--- src/rtl/nib_alu_pkg.sv ---
package nib_alu_pkg;

    localparam int NIB_W = 4;
    localparam int OP_W  = 4;

    typedef enum logic [OP_W-1:0] {
        OP_AND = 4'h0,
        OP_OR  = 4'h1,
        OP_XOR = 4'h2,
        OP_NOT = 4'h3,
        OP_NEG = 4'h4,
        OP_ADD = 4'h5,
        OP_SUB = 4'h6,
        OP_SHF = 4'h7,
        OP_ROT = 4'h8,
        OP_SHC = 4'h9,
        OP_RTC = 4'hA
    } nib_op_e;

    localparam logic [OP_W-1:0] OP_LAST = OP_RTC;

    typedef enum logic [1:0] {
        SH_PLAIN = 2'd0,
        SH_ROT   = 2'd1,
        SH_CIN   = 2'd2,
        SH_RTC   = 2'd3
    } sh_mode_e;

    typedef struct packed {
        logic v;
        logic n;
        logic z;
        logic c;
    } nib_flags_t;

    function automatic sh_mode_e shift_mode(input logic [OP_W-1:0] code);
        logic [OP_W-1:0] rel;
        rel = code - OP_SHF;
        return sh_mode_e'(rel[1:0]);
    endfunction

    function automatic logic is_arith(input logic [OP_W-1:0] code);
        return (code == OP_NEG) || (code == OP_ADD) || (code == OP_SUB);
    endfunction

endpackage

--- src/rtl/nib_cmpl.sv ---
module nib_cmpl #(
    parameter int W = 4
) (
    input  logic [W-1:0] a_i,
    input  logic [W-1:0] b_i,
    input  logic         sel_b_i,
    output logic [W-1:0] inv_o
);

    logic [W-1:0] src;

    assign src   = sel_b_i ? b_i : a_i;
    assign inv_o = ~src;

endmodule

--- src/rtl/nib_adder.sv ---
module nib_adder #(
    parameter int W = 4
) (
    input  logic [W-1:0] x_i,
    input  logic [W-1:0] y_i,
    input  logic         ci_i,
    output logic [W-1:0] sum_o,
    output logic         co_o,
    output logic         ovf_o
);

    localparam int WX = W + 1;

    logic [WX-1:0] wide;

    assign wide  = {1'b0, x_i} + {1'b0, y_i} + {{W{1'b0}}, ci_i};
    assign sum_o = wide[W-1:0];
    assign co_o  = wide[W];
    assign ovf_o = (x_i[W-1] == y_i[W-1]) && (wide[W-1] != x_i[W-1]);

endmodule

--- src/rtl/nib_shifter.sv ---
module nib_shifter
    import nib_alu_pkg::*;
#(
    parameter int W = 4
) (
    input  logic [W-1:0] a_i,
    input  sh_mode_e     mode_i,
    input  logic         right_i,
    input  logic         sext_i,
    input  logic         cin_i,
    output logic [W-1:0] res_o,
    output logic         cout_o
);

    logic out_bit;
    logic fill;

    assign out_bit = right_i ? a_i[0] : a_i[W-1];

    always_comb begin
        case (mode_i)
            SH_PLAIN: fill = right_i & sext_i & a_i[W-1];
            SH_ROT:   fill = out_bit;
            default:  fill = cin_i;
        endcase
    end

    assign res_o  = right_i ? {fill, a_i[W-1:1]} : {a_i[W-2:0], fill};
    assign cout_o = (mode_i == SH_CIN) ? cin_i : out_bit;

endmodule

--- src/rtl/nib_flag_unit.sv ---
module nib_flag_unit
    import nib_alu_pkg::*;
#(
    parameter int W = 4
) (
    input  logic [W-1:0] res_i,
    input  logic         c_i,
    input  logic         v_i,
    input  logic         valid_i,
    output nib_flags_t   flags_o
);

    always_comb begin
        flags_o.c = valid_i & c_i;
        flags_o.v = valid_i & v_i;
        flags_o.z = valid_i & (res_i == '0);
        flags_o.n = res_i[W-1];
    end

endmodule

--- src/rtl/nib_alu.sv ---
module nib_alu
    import nib_alu_pkg::*;
#(
    parameter int W       = NIB_W,
    parameter bit REG_OUT = 1'b1
) (
    input  logic            clk,
    input  logic            rst,
    input  logic [OP_W-1:0] op_i,
    input  logic [W-1:0]    a_i,
    input  logic [W-1:0]    b_i,
    input  logic            cin_i,
    input  logic            sext_i,
    input  logic            csel_i,
    input  logic            dir_i,
    output logic [W-1:0]    res_o,
    output logic [3:0]      flags_o
);

    logic [W-1:0] inv;
    logic [W-1:0] add_x, add_y, sum;
    logic         add_ci, add_co, add_v;
    logic [W-1:0] sh_res;
    logic         sh_c;
    logic [W-1:0] r_comb;
    logic         c_comb, v_comb, valid;
    nib_flags_t   fl_comb;
    nib_op_e      op;

    assign op    = nib_op_e'(op_i);
    assign valid = (op_i <= OP_LAST);

    nib_cmpl #(.W(W)) u_cmpl (
        .a_i     (a_i),
        .b_i     (b_i),
        .sel_b_i (csel_i),
        .inv_o   (inv)
    );

    always_comb begin
        add_x  = a_i;
        add_y  = b_i;
        add_ci = 1'b0;
        case (op)
            OP_SUB: begin
                add_y  = inv;
                add_ci = 1'b1;
            end
            OP_NEG: begin
                add_x  = '0;
                add_y  = inv;
                add_ci = 1'b1;
            end
            default: ;
        endcase
    end

    nib_adder #(.W(W)) u_add (
        .x_i   (add_x),
        .y_i   (add_y),
        .ci_i  (add_ci),
        .sum_o (sum),
        .co_o  (add_co),
        .ovf_o (add_v)
    );

    nib_shifter #(.W(W)) u_shf (
        .a_i     (a_i),
        .mode_i  (shift_mode(op_i)),
        .right_i (dir_i),
        .sext_i  (sext_i),
        .cin_i   (cin_i),
        .res_o   (sh_res),
        .cout_o  (sh_c)
    );

    always_comb begin
        r_comb = '0;
        c_comb = 1'b0;
        v_comb = 1'b0;
        case (op)
            OP_AND: r_comb = a_i & b_i;
            OP_OR:  r_comb = a_i | b_i;
            OP_XOR: r_comb = a_i ^ b_i;
            OP_NOT: r_comb = inv;
            OP_NEG, OP_ADD, OP_SUB: begin
                r_comb = sum;
                c_comb = add_co;
                v_comb = add_v;
            end
            OP_SHF, OP_ROT, OP_SHC, OP_RTC: begin
                r_comb = sh_res;
                c_comb = sh_c;
            end
            default: ;
        endcase
    end

    nib_flag_unit #(.W(W)) u_flg (
        .res_i   (r_comb),
        .c_i     (c_comb),
        .v_i     (v_comb),
        .valid_i (valid),
        .flags_o (fl_comb)
    );

    generate
        if (REG_OUT) begin : g_hold
            logic [W-1:0] res_q;
            nib_flags_t   fl_q;
            always_ff @(posedge clk) begin
                if (rst) begin
                    res_q <= '0;
                    fl_q  <= '0;
                end else begin
                    res_q <= r_comb;
                    fl_q  <= fl_comb;
                end
            end
            assign res_o   = res_q;
            assign flags_o = fl_q;
        end else begin : g_comb
            assign res_o   = r_comb;
            assign flags_o = fl_comb;
        end
    endgenerate

endmodule

--- config.mk ---
export PLATFORM = sky130hd
export DESIGN_NAME = nib_alu
export DESIGN_NICKNAME = d
export VERILOG_FILES = /design/src/rtl/nib_alu_pkg.sv /design/src/rtl/nib_cmpl.sv /design/src/rtl/nib_adder.sv /design/src/rtl/nib_shifter.sv /design/src/rtl/nib_flag_unit.sv /design/src/rtl/nib_alu.sv
export SDC_FILE = /design/constraint.sdc
export NUM_CORES = 1
export LEC_CHECK = 0
export BUFFER_PORTS_ARGS = -buffer_cell sky130_fd_sc_hd__buf_2
export CELL_PAD_IN_SITES_DETAIL_PLACEMENT = 2
export CELL_PAD_IN_SITES_GLOBAL_PLACEMENT = 2
export CORE_MARGIN = 5
export CORE_UTILIZATION = 29
export DETAILED_ROUTE_END_ITERATION = 16
export GPL_ROUTABILITY_DRIVEN = 0
export HOLD_SLACK_MARGIN = 0.12
export PLACE_DENSITY_LB_ADDON = 0.08
export SLEW_MARGIN = 20
export SYNTH_ARGS = -nofsm -noshare
export SYNTH_HDL_FRONTEND = slang
export SYNTH_SLANG_ARGS = --single-unit
--- constraint.sdc ---
create_clock -name clk -period 4.3 [get_ports clk]
set_input_delay 0.86 -clock clk [delete_from_list [all_inputs] [get_ports clk]]
set_output_delay 0.86 -clock clk [all_outputs]
set_load 0.02 [all_outputs]
==> implementation parameters <==
Parameter                              Value

Place
  Count of buffers inserted at the top-level ports ... 25
  HPWL after DPL ... 2.73 mm
  Placed Cells incl. Taps ... 195
  Worst slack, placed ... 0.698 ns

Floorplanning
  Area of the die ... 4690 um2
  I/O pin count ... 26
  Core Rows ... 21
  Starting density of the core ... 29.9%
  Die boundary height ... 68.5 um
  DIE WIDTH ... 68.5 um
  Standard cell core area ... 3310 um2

Synthesis
  XOR/XNOR share of the synthesized area ... 2.65%
  Main combinational cell family by area after synthesis ... compound AO/OA/AOI/OAI gates
  Net count of the mapped netlist ... 163
  Commonest register cell after synthesis ... dfxtp_1
  Synth cell types ... 38
  Top cells by area in the synthesized netlist ... ha_1 (20%), dfxtp_1 (14%), mux2i_1 (6.1%), inv_1 (6.1%), o21ai_0 (5.6%)
  Share of flip-flops with an asynchronous set or reset after synthesis ... 0%
  Gate Count Post-Synth ... 127
  Sequential share of the synthesized area ... 14.1%
  Number of flip-flops and latches in the synthesized netlist ... 7
  Multiplexer fraction of the synthesized cell area ... 6.06%
  Post-synthesis share of cell area spent on and, or, nand and nor gates ... 18.8%
  Library cell with the largest summed area after synthesis ... ha_1
  Area of the mapped netlist ... 991 um2
  Portion of synthesized cell area occupied by the leading cell type ... 20.2%
  Area share of fa/ha/maj cells after synthesis ... 24.2%
  Mean Syn Cell Area ... 7.80 um2
  Yosys warning total ... 0
  Number of enable flip-flop cells after synthesis ... 0
  Commonest cells in the synthesized netlist ... ha_1 (16), inv_1 (16), nand2_1 (12)
  Compound-Gate Fraction of Synth Area ... 25.5%

CTS
  Num CTS Buffers ... 3
  Count of H-tree levels built during CTS ... 1
  TritonCTS sink count ... 7
  TritonCTS clock tree ... done
  Post-cts gate resize count ... 0
  Clock edge transition at the registers on the reported setup and hold paths ... 0.05 ns
  Buffer count from post-CTS setup fixing ... 0
  Clock Root Buffer ... clkbuf_4
  Clock tree buffer depth ... 2
  Number of buffers added to fix hold violations after cts ... 0

Drt
  Initial DRT Pass Iterations ... 4
  Wire length per cell after detailed routing ... 16.1 um
  Count of antenna-violating nets left after detailed routing ... 0
  Post-detailed-route DRC marker count ... 0
  Post-detailed-route via-to-cell ratio ... 5.01
  Post-detailed-routing wire length ... 3.20 mm
  Count of routing violations after the opening detailed-route iteration ... 44
  Total via count after detailed routing ... 997

Setup path
  Element type at the critical path end ... register
  Cell breakdown of the critical path ... buf_2 -> inv_1 -> ha_1 -> nor2_1 -> nor2_1 -> mux2i_1 -> fa_1 -> inv_1 -> fa_1 -> xnor2_1 -> nor3_1 -> a221oi_2 -> nand3_1 -> nor4_2
  Arrival time of the worst setup path ... 3.50 ns
  Startpoint types ... input pin
  Family with the most delay on the worst path ... simple AND/OR/NAND/NOR gates
  Critical path fanouts, max ... 8
  WS Path Type ... in2reg
  Cell with the largest stage delay on the worst path ... fa_1
  Delay contributed by the slowest stage of the critical path ... 0.40 ns
  Combined buffer and inverter count along the critical path ... 3
  Data required, critical path ... 4.46 ns

GRT
  Maximum number of pins on one net before global-route repair ... 11
  Overall fraction of global-route tracks in use ... 15.1%
  Number of antenna violations at the first check in global routing ... 0
  Overflow after GRT ... 0
  Wire length of the first global-routing pass ... 5.36 mm
  Vias in the first global route ... 1,105

Timing
  Setup violators final ... 0
  Final period utilization ... 77.7%
  Final hold viol count ... 0
  Highest clock frequency the design can meet ... 299 MHz
  Max-slew violations ... 0
  Setup repair after global routing missed its margin ... false
  Worst rel slew slack ... 65.4%
  Worst path setup slack after routing ... 0.960 ns
  Post-layout minimum cycle time ... 3.34 ns
  Slew at the pin closest to its max-slew limit ... 0.506 ns
  Setup total negative slack ... 0 ns

Finish
  Final core utilization ... 35.9%
  Area delta synth->final ... 20.1%
  Final cell count without fillers ... 199
  Number of nets in the layout ... 190
  Layout cells sized above 1 ... 24.2%
  Count of antenna diodes in the layout ... 0

Power
  Cell Pwr Density ... 210 nW/um2
  Leak ... 0.599 nW
  Worst vdd rail ir drop ... 0.0713 mV
  Total power ... 0.000250 W

Min path
  Class of the worst hold path ... in2reg

Run status
  Result of the run ... finished clean

Job
  Total of max-cap violations ... 0
## placed cells by master (no fill, tap or decap), types with 2 or more instances in the layout
master / instances
dfxtp_1: 7
buf_4: 2
mux2i_1: 6
nand3_1: 2
buf_2: 25
nor3_1: 2
a21o_1: 3
o21ai_0: 11
clkbuf_4: 3
xnor2_1: 2
ha_1: 16
a21oi_1: 8
nor2_1: 7
nor2b_1: 5
inv_1: 16
fa_1: 2
a221oi_1: 3
nand2_1: 12
## metal layers
layer,track usage [%],vias to the layer above,routed length (um)
met1,20.7,482,1610
met2,25.9,19,1480
met4,1.49,0,9
met3,1.97,2,97
li1,-,494,-
met5,0,-,0
## final timing paths
| kind | to | startpoint | cells past startpoint |
|---|---|---|---|
| setup / recovery | flags_o[1] | op_i[1] | 14 |
| hold / removal | res_o[0] | rst | 2 |
## through the flow
step	hold slack (ns)	instance area, um2
6_report	0.829	1190
5_1_grt	0.836	1190
4_1_cts	0.825	1190
3_5_place_dp	1.09	1160
3_3_place_gp	1.09	1160
2_1_floorplan	0.929	991
## where the power goes
group | switching (W) | total [W] | internal (W)
clock network | 0.0000239 | 0.0000593 | 0.0000354
logic | 0.0000713 | 0.000120 | 0.0000487
registers | 0.00000112 | 0.0000706 | 0.0000694
## area by class of cell
type,instances,area [um2]
clock buffer,4,26.3
fill,409,2120
inverter,16,60.1
multi-input combinational,99,766
sequential,7,140
tap,46,57.6
timing repair buffer,27,140
## state kept, by name (all words and copies together) (netlist names)
signal / flops
res_o: 4
flags_o: 3
## cell families after synthesis
group	count (synthesis)
AOI/OAI and AO/OA	36
xor gates and xnor gates	3
adders and majority gates	18
buffers and inverters	21
DFF	7
muxes	6
and+or+nand+nor	36
(Power assumes the default switching activity.)
